## src/rtl/vtime_pkg.sv

```systemverilog
package vtime_pkg;
    localparam int TIME_W = 64;
    localparam int HALF_W = TIME_W / 2;

    localparam logic [11:0] ADDR_TIME   = 12'hC01;
    localparam logic [11:0] ADDR_TIMEH  = 12'hC81;
    localparam logic [11:0] ADDR_OFS    = 12'h605;
    localparam logic [11:0] ADDR_OFSH   = 12'h615;

    typedef enum logic [1:0] {
        PRIV_U   = 2'd0,
        PRIV_S   = 2'd1,
        PRIV_RSV = 2'd2,
        PRIV_M   = 2'd3
    } priv_e;

    typedef enum logic [2:0] {
        REG_NONE,
        REG_TIME,
        REG_TIMEH,
        REG_OFS,
        REG_OFSH
    } reg_sel_e;

    typedef struct packed {
        reg_sel_e sel;
        logic     illegal;
        logic     wr_lo;
        logic     wr_hi;
    } dec_t;

    function automatic logic is_time_reg(reg_sel_e s);
        return (s == REG_TIME) || (s == REG_TIMEH);
    endfunction
endpackage

```

## src/rtl/vtime_decode.sv

```systemverilog
module vtime_decode
    import vtime_pkg::*;
#(
    parameter bit RV32 = 1'b1
) (
    input  logic        valid,
    input  logic        we,
    input  logic [11:0] addr,
    input  logic [1:0]  priv,
    input  logic        virt_en,
    input  logic        src_present,
    output dec_t        dec
);
    reg_sel_e sel;
    logic     priv_ok;
    logic     refuse;

    always_comb begin
        unique case (addr)
            ADDR_TIME:  sel = REG_TIME;
            ADDR_TIMEH: sel = RV32 ? REG_TIMEH : REG_NONE;
            ADDR_OFS:   sel = REG_OFS;
            ADDR_OFSH:  sel = RV32 ? REG_OFSH : REG_NONE;
            default:    sel = REG_NONE;
        endcase
    end

    always_comb begin
        priv_ok = 1'b1;
        if (!is_time_reg(sel)) begin
            priv_ok = !virt_en &&
                      ((priv_e'(priv) == PRIV_S) || (priv_e'(priv) == PRIV_M));
        end
    end

    always_comb begin
        refuse = (sel == REG_NONE) || !src_present || !priv_ok ||
                 (we && is_time_reg(sel));
        dec.sel     = sel;
        dec.illegal = valid && refuse;
        dec.wr_lo   = valid && we && !refuse && (sel == REG_OFS);
        dec.wr_hi   = valid && we && !refuse &&
                      ((sel == REG_OFSH) || (!RV32 && sel == REG_OFS));
    end
endmodule

```

## src/rtl/vtime_offset_reg.sv

```systemverilog
module vtime_offset_reg
    import vtime_pkg::*;
(
    input  logic              clk,
    input  logic              rst,
    input  logic              wr_lo,
    input  logic              wr_hi,
    input  logic [HALF_W-1:0] data_lo,
    input  logic [HALF_W-1:0] data_hi,
    output logic [TIME_W-1:0] offset_q
);
    logic [1:0]              wr;
    logic [1:0][HALF_W-1:0]  din;

    assign wr  = {wr_hi, wr_lo};
    assign din = {data_hi, data_lo};

    for (genvar h = 0; h < 2; h++) begin : g_half
        always_ff @(posedge clk) begin
            if (rst) begin
                offset_q[h*HALF_W +: HALF_W] <= '0;
            end else if (wr[h]) begin
                offset_q[h*HALF_W +: HALF_W] <= din[h];
            end
        end
    end
endmodule

```

## src/rtl/vtime_read_mux.sv

```systemverilog
module vtime_read_mux
    import vtime_pkg::*;
#(
    parameter bit RV32 = 1'b1,
    localparam int XLEN = RV32 ? 32 : 64
) (
    input  logic [TIME_W-1:0] time_i,
    input  logic [TIME_W-1:0] offset_q,
    input  logic              virt_en,
    input  dec_t              dec,
    output logic [XLEN-1:0]   rdata
);
    logic [TIME_W-1:0] guest_time;

    assign guest_time = time_i + (virt_en ? offset_q : '0);

    always_comb begin
        rdata = '0;
        if (!dec.illegal) begin
            unique case (dec.sel)
                REG_TIME:  rdata = guest_time[XLEN-1:0];
                REG_TIMEH: rdata = XLEN'(guest_time[TIME_W-1:HALF_W]);
                REG_OFS:   rdata = offset_q[XLEN-1:0];
                REG_OFSH:  rdata = XLEN'(offset_q[TIME_W-1:HALF_W]);
                default:   rdata = '0;
            endcase
        end
    end
endmodule

```

## src/rtl/vtime_csr_unit.sv

```systemverilog
module vtime_csr_unit
    import vtime_pkg::*;
#(
    parameter bit RV32 = 1'b1,
    localparam int XLEN = RV32 ? 32 : 64
) (
    input  logic            clk,
    input  logic            rst,
    input  logic [63:0]     time_i,
    input  logic            time_src_present,
    input  logic            virt_en,
    input  logic [1:0]      priv,
    input  logic            csr_valid,
    input  logic            csr_we,
    input  logic [11:0]     csr_addr,
    input  logic [XLEN-1:0] csr_wdata,
    output logic [XLEN-1:0] csr_rdata,
    output logic            csr_illegal
);
    dec_t              dec;
    logic [TIME_W-1:0] offset_q;
    logic [HALF_W-1:0] wd_lo;
    logic [HALF_W-1:0] wd_hi;

    if (RV32) begin : g_w32
        assign wd_lo = csr_wdata;
        assign wd_hi = csr_wdata;
    end else begin : g_w64
        assign wd_lo = csr_wdata[HALF_W-1:0];
        assign wd_hi = csr_wdata[TIME_W-1:HALF_W];
    end

    vtime_decode #(.RV32(RV32)) u_dec (
        .valid       (csr_valid),
        .we          (csr_we),
        .addr        (csr_addr),
        .priv        (priv),
        .virt_en     (virt_en),
        .src_present (time_src_present),
        .dec         (dec)
    );

    vtime_offset_reg u_ofs (
        .clk      (clk),
        .rst      (rst),
        .wr_lo    (dec.wr_lo),
        .wr_hi    (dec.wr_hi),
        .data_lo  (wd_lo),
        .data_hi  (wd_hi),
        .offset_q (offset_q)
    );

    vtime_read_mux #(.RV32(RV32)) u_mux (
        .time_i   (time_i),
        .offset_q (offset_q),
        .virt_en  (virt_en),
        .dec      (dec),
        .rdata    (csr_rdata)
    );

    assign csr_illegal = dec.illegal;
endmodule

```

## config.mk

```make
export PLATFORM = sky130hd
export DESIGN_NAME = vtime_csr_unit
export DESIGN_NICKNAME = d
export VERILOG_FILES = /design/src/rtl/vtime_pkg.sv /design/src/rtl/vtime_decode.sv /design/src/rtl/vtime_offset_reg.sv /design/src/rtl/vtime_read_mux.sv /design/src/rtl/vtime_csr_unit.sv
export SDC_FILE = /design/constraint.sdc
export NUM_CORES = 1
export LEC_CHECK = 0
export BUFFER_PORTS_ARGS = -buffer_cell sky130_fd_sc_hd__buf_2
export CAP_MARGIN = 30
export CORE_ASPECT_RATIO = 1.5
export CORE_MARGIN = 4
export CORE_UTILIZATION = 47
export DETAILED_ROUTE_END_ITERATION = 16
export HOLD_SLACK_MARGIN = 0.08
export PLACE_DENSITY = 0.82
export SETUP_SLACK_MARGIN = 0.15
export SYNTH_ARGS = -nofsm -noshare
export SYNTH_HDL_FRONTEND = slang
export SYNTH_SLANG_ARGS = --single-unit
export TNS_END_PERCENT = 30
```

## constraint.sdc

```tcl
create_clock -name clk -period 5.95 [get_ports clk]
set_clock_uncertainty 0.2 [all_clocks]
set_input_delay 1.4875 -clock clk [delete_from_list [all_inputs] [get_ports clk]]
set_output_delay 1.4875 -clock clk [all_outputs]
set_load 0.01 [all_outputs]
```

==> summary.txt <==
Route
  • Detailed Route Iter0 Violations: 916
  • Post-DRT Antenna Nets: 0
  • Initial DRT Pass Iterations: 6
  • Routed WL: 33,400 um
  • WL/cell: 20.2 um
  • DR vias/cell: 6.18
  • Vias post-DR: 10,203
  • Drt drc: 0

Power
  • Worst-case vdd ir drop: 0.141 mV
  • Cell Pwr Density: 111 nW/um^2
  • Total Power: 0.00125 W
  • P_leak: 5.01 nW

Global route
  • Vias in the first global route: 9,960
  • First-pass GRT wire length: 49,800 um
  • Global-route usage over all layers: 0.335
  • Initial antenna violation count: 0
  • Pin count of the biggest net entering global routing: 37
  • GRT Residual Overflow: 0

Worst setup path
  • CP endpoint kind: primary output
  • Critical-path maximum fanout: 13
  • Reg2Reg Depth: 2
  • Arr. time, crit path: 4660 ps
  • Worst Setup Start Kind: input pin
  • CP required: 4260 ps
  • CP Class: input pin to primary output

Clock network
  • Clk root buf: clkbuf_16
  • Worst-path clk slew: 60 ps
  • Clk Latency, worst-skew pair: 340 ps
  • CTS max path bufs: 2
  • CTS buffer count: 9
  • CTS tree: done
  • H-tree depth: 3
  • CTS sink cnt: 64

Die
  • # rows: 57
  • Starting Density: 0.478
  • DIE HEIGHT: 165 um
  • Ports: 149
  • DIE AREA: 18,600 sq um
  • Die Wd: 113 um
  • Core footprint: 16,200 sq um

STA
  • Hold Vio Cnt, Final: 0
  • Max Transition Viols Final: 0
  • Final min period: 6350 ps
  • Slew HR: 0.482
  • Final TNS setup: -6280 ps
  • Fmax: 0.158 GHz
  • Setup violators final: 29
  • Setup WS post-layout: -398 ps
  • RSZ-0062 raised after global routing: yes
  • Fin crit share: 1.07
  • Worst Tran Pin Value: 775 ps

Synthesis
  • Top cells by area, synth: dfxtp_1 17%, a21oi_1 11%, ha_1 10%
  • Simple-gate share of the synthesized area: 0.275
  • Number of flops mapped to enable cells by yosys: 0
  • Warnings, synthesis: 0
  • Unique masters post-synth: 70
  • #FFs+latches synth: 64
  • Post-Syn Area: 7730 sq um
  • Post-Syn Area per Cell: 6.81 sq um
  • Post-synth top area share: 0.166
  • Mux cell area share after synthesis: 0.0523
  • Largest family of logic cells by synthesized area: compound AO/OA/AOI/OAI gates
  • Synth Area in Adders: 0.105
  • XOR/XNOR Fraction of Synth Area: 0.0521
  • Most common cell in the netlist: nand2_1
  • Post-synthesis compound-gate area fraction: 0.301
  • Main synth FF type: dfxtp_1
  • Area leader, netlist: dfxtp_1
  • Syn nets: 1,315
  • Synthesized netlist cell count: 1,135
  • Async set or reset register ratio after synthesis: 0
  • Sequential-to-total area share from yosys stat: 0.166
  • Synth cell count leaders: 194 x nand2_1, 170 x a21oi_1, 75 x nor2_1

Finish
  • Share of post-route cells with drive strength above 1: 0.358
  • Largest registers: u_ofs.offset_q: 64 flops
  • Largest register FFs: 64
  • # fillers: 1,259
  • Seq. cell area: 1280 sq um
  • Nets: 1,620
  • Final cell count without fillers: 1,651
  • Area of the multi-input gates: 6830 sq um
  • Area Growth Syn to Fin: 45.9%
  • Most flops, register: u_ofs.offset_q
  • Inserted Diodes: 0

Placed design
  • GP Congestion: 0.996
  • DP Cell Count: 1,615
  • Detailed placer's ending HPWL: 24,700 um
  • I/O Buffers: 147

Status
  • Run status: complete, but fails checks
  • Failing checks: negative setup slack

Job
  • Max cap viols: 0

Worst hold path
  • Hold WC Path Type: register to register
  • Hold depth: 2
[path summary, 6_finish.rpt]
path,to,slack (ps),from
max,csr_rdata[27],-400,virt_en
min,u_ofs.offset_q[7],260,u_ofs.offset_q[7]
max reg2reg,u_ofs.offset_q[20],5060,u_ofs.offset_q[20]
min reg2reg,u_ofs.offset_q[7],260,u_ofs.offset_q[7]
[power breakdown]
group	internal, W	switching (W)
Clock	0.000324	0.000221
Sequential	0.000428	0.00000000288
Combinational	0.000131	0.000148
Total	0.000884	0.000369
[layer usage]
metal  track usage  share of wire  up-vias
met4         0.223          0.082        0
met5             0              0        -
met3        0.0386          0.073      220
li1              -              -     4685
met2         0.612           0.49      611
met1         0.361           0.35     4687
[worst max-delay path, cell delays in order]
cell       delay [ps]
buf_16            130
buf_4             150
buf_16            140
and2_4            140
ha_4              290
and4_4            240
nand3_2            80
or4_4             430
a211oi_2          180
buf_4             160
o31ai_4           120
o211ai_4          290
a21boi_4          130
o2111ai_2          80
o31ai_1           100
a221o_1           330
buf_2             140
[cells in the final DEF (no fill, tap or decap), drive strengths merged, types with 4 or more instances in the layout]
| cell type | n |
|---|---|
| buf | 372 |
| dfxtp | 64 |
| clkbuf | 9 |
| a21oi | 173 |
| mux2i | 37 |
| nand4 | 22 |
| nand3 | 19 |
| nand2 | 194 |
| nor2 | 75 |
| and2 | 67 |
| o22ai | 27 |
| o21bai | 18 |
| a211oi | 7 |
| a21boi | 7 |
| a221o | 6 |
| clkinv | 4 |
| and3 | 15 |
| o211ai | 7 |
| and4 | 5 |
| xor2 | 18 |
| xnor2 | 28 |
| nand2b | 9 |
| o31ai | 8 |
| nand3b | 4 |
| o21a | 7 |
| a21o | 28 |
| o21ai | 52 |
| nor3 | 13 |
| or3 | 6 |
| ha | 63 |
| inv | 20 |
| a31oi | 13 |
[per-stage QoR]
stage | setup slack (ps) | utilization | instance area (sq um) | hold WS (ps)
final | -398 | 0.697 | 11300 | 260
after global routing | -472 | 0.697 | 11300 | 287
after CTS | -349 | 0.681 | 11000 | 261
after detailed placement | -657 | 0.631 | 10200 | 253
after global placement | -622 | 0.629 | 10200 | 248
after floorplan | 42.9 | - | 8020 | 237
[cell families (layout without fill, tap and decap cells)]
kind of cell               after synthesis  after routing
and+or+nand+nor                        446            446
AOI/OAI and AO/OA                      377            377
buffers and inverters                   98            408
adders and majority gates               64             64
DFF                                     64             64
xor gates and xnor gates                46             46
muxes                                   40             40
[cell type report]
type,instances,share of cell area
Clock buffer,9,0.0200
Sequential cell,64,0.114
Tap cell,206,0.0228
Clock inverter,7,0.00643
Multi-Input combinational cell,973,0.605
Inverter,20,0.00665
Timing Repair Buffer,372,0.225
[repair_timing]
action                                  in CTS  in global routing
hold buffers                                 0                  0
gates cloned                                 2                  0
setup buffers                               11                  7
endpoints found under the setup margin      32                 32
pin swaps                                   35                 33
endpoints found under the hold margin        0                  0
gates resized for setup                     82                 39
Power figures use the tool's default switching activity.
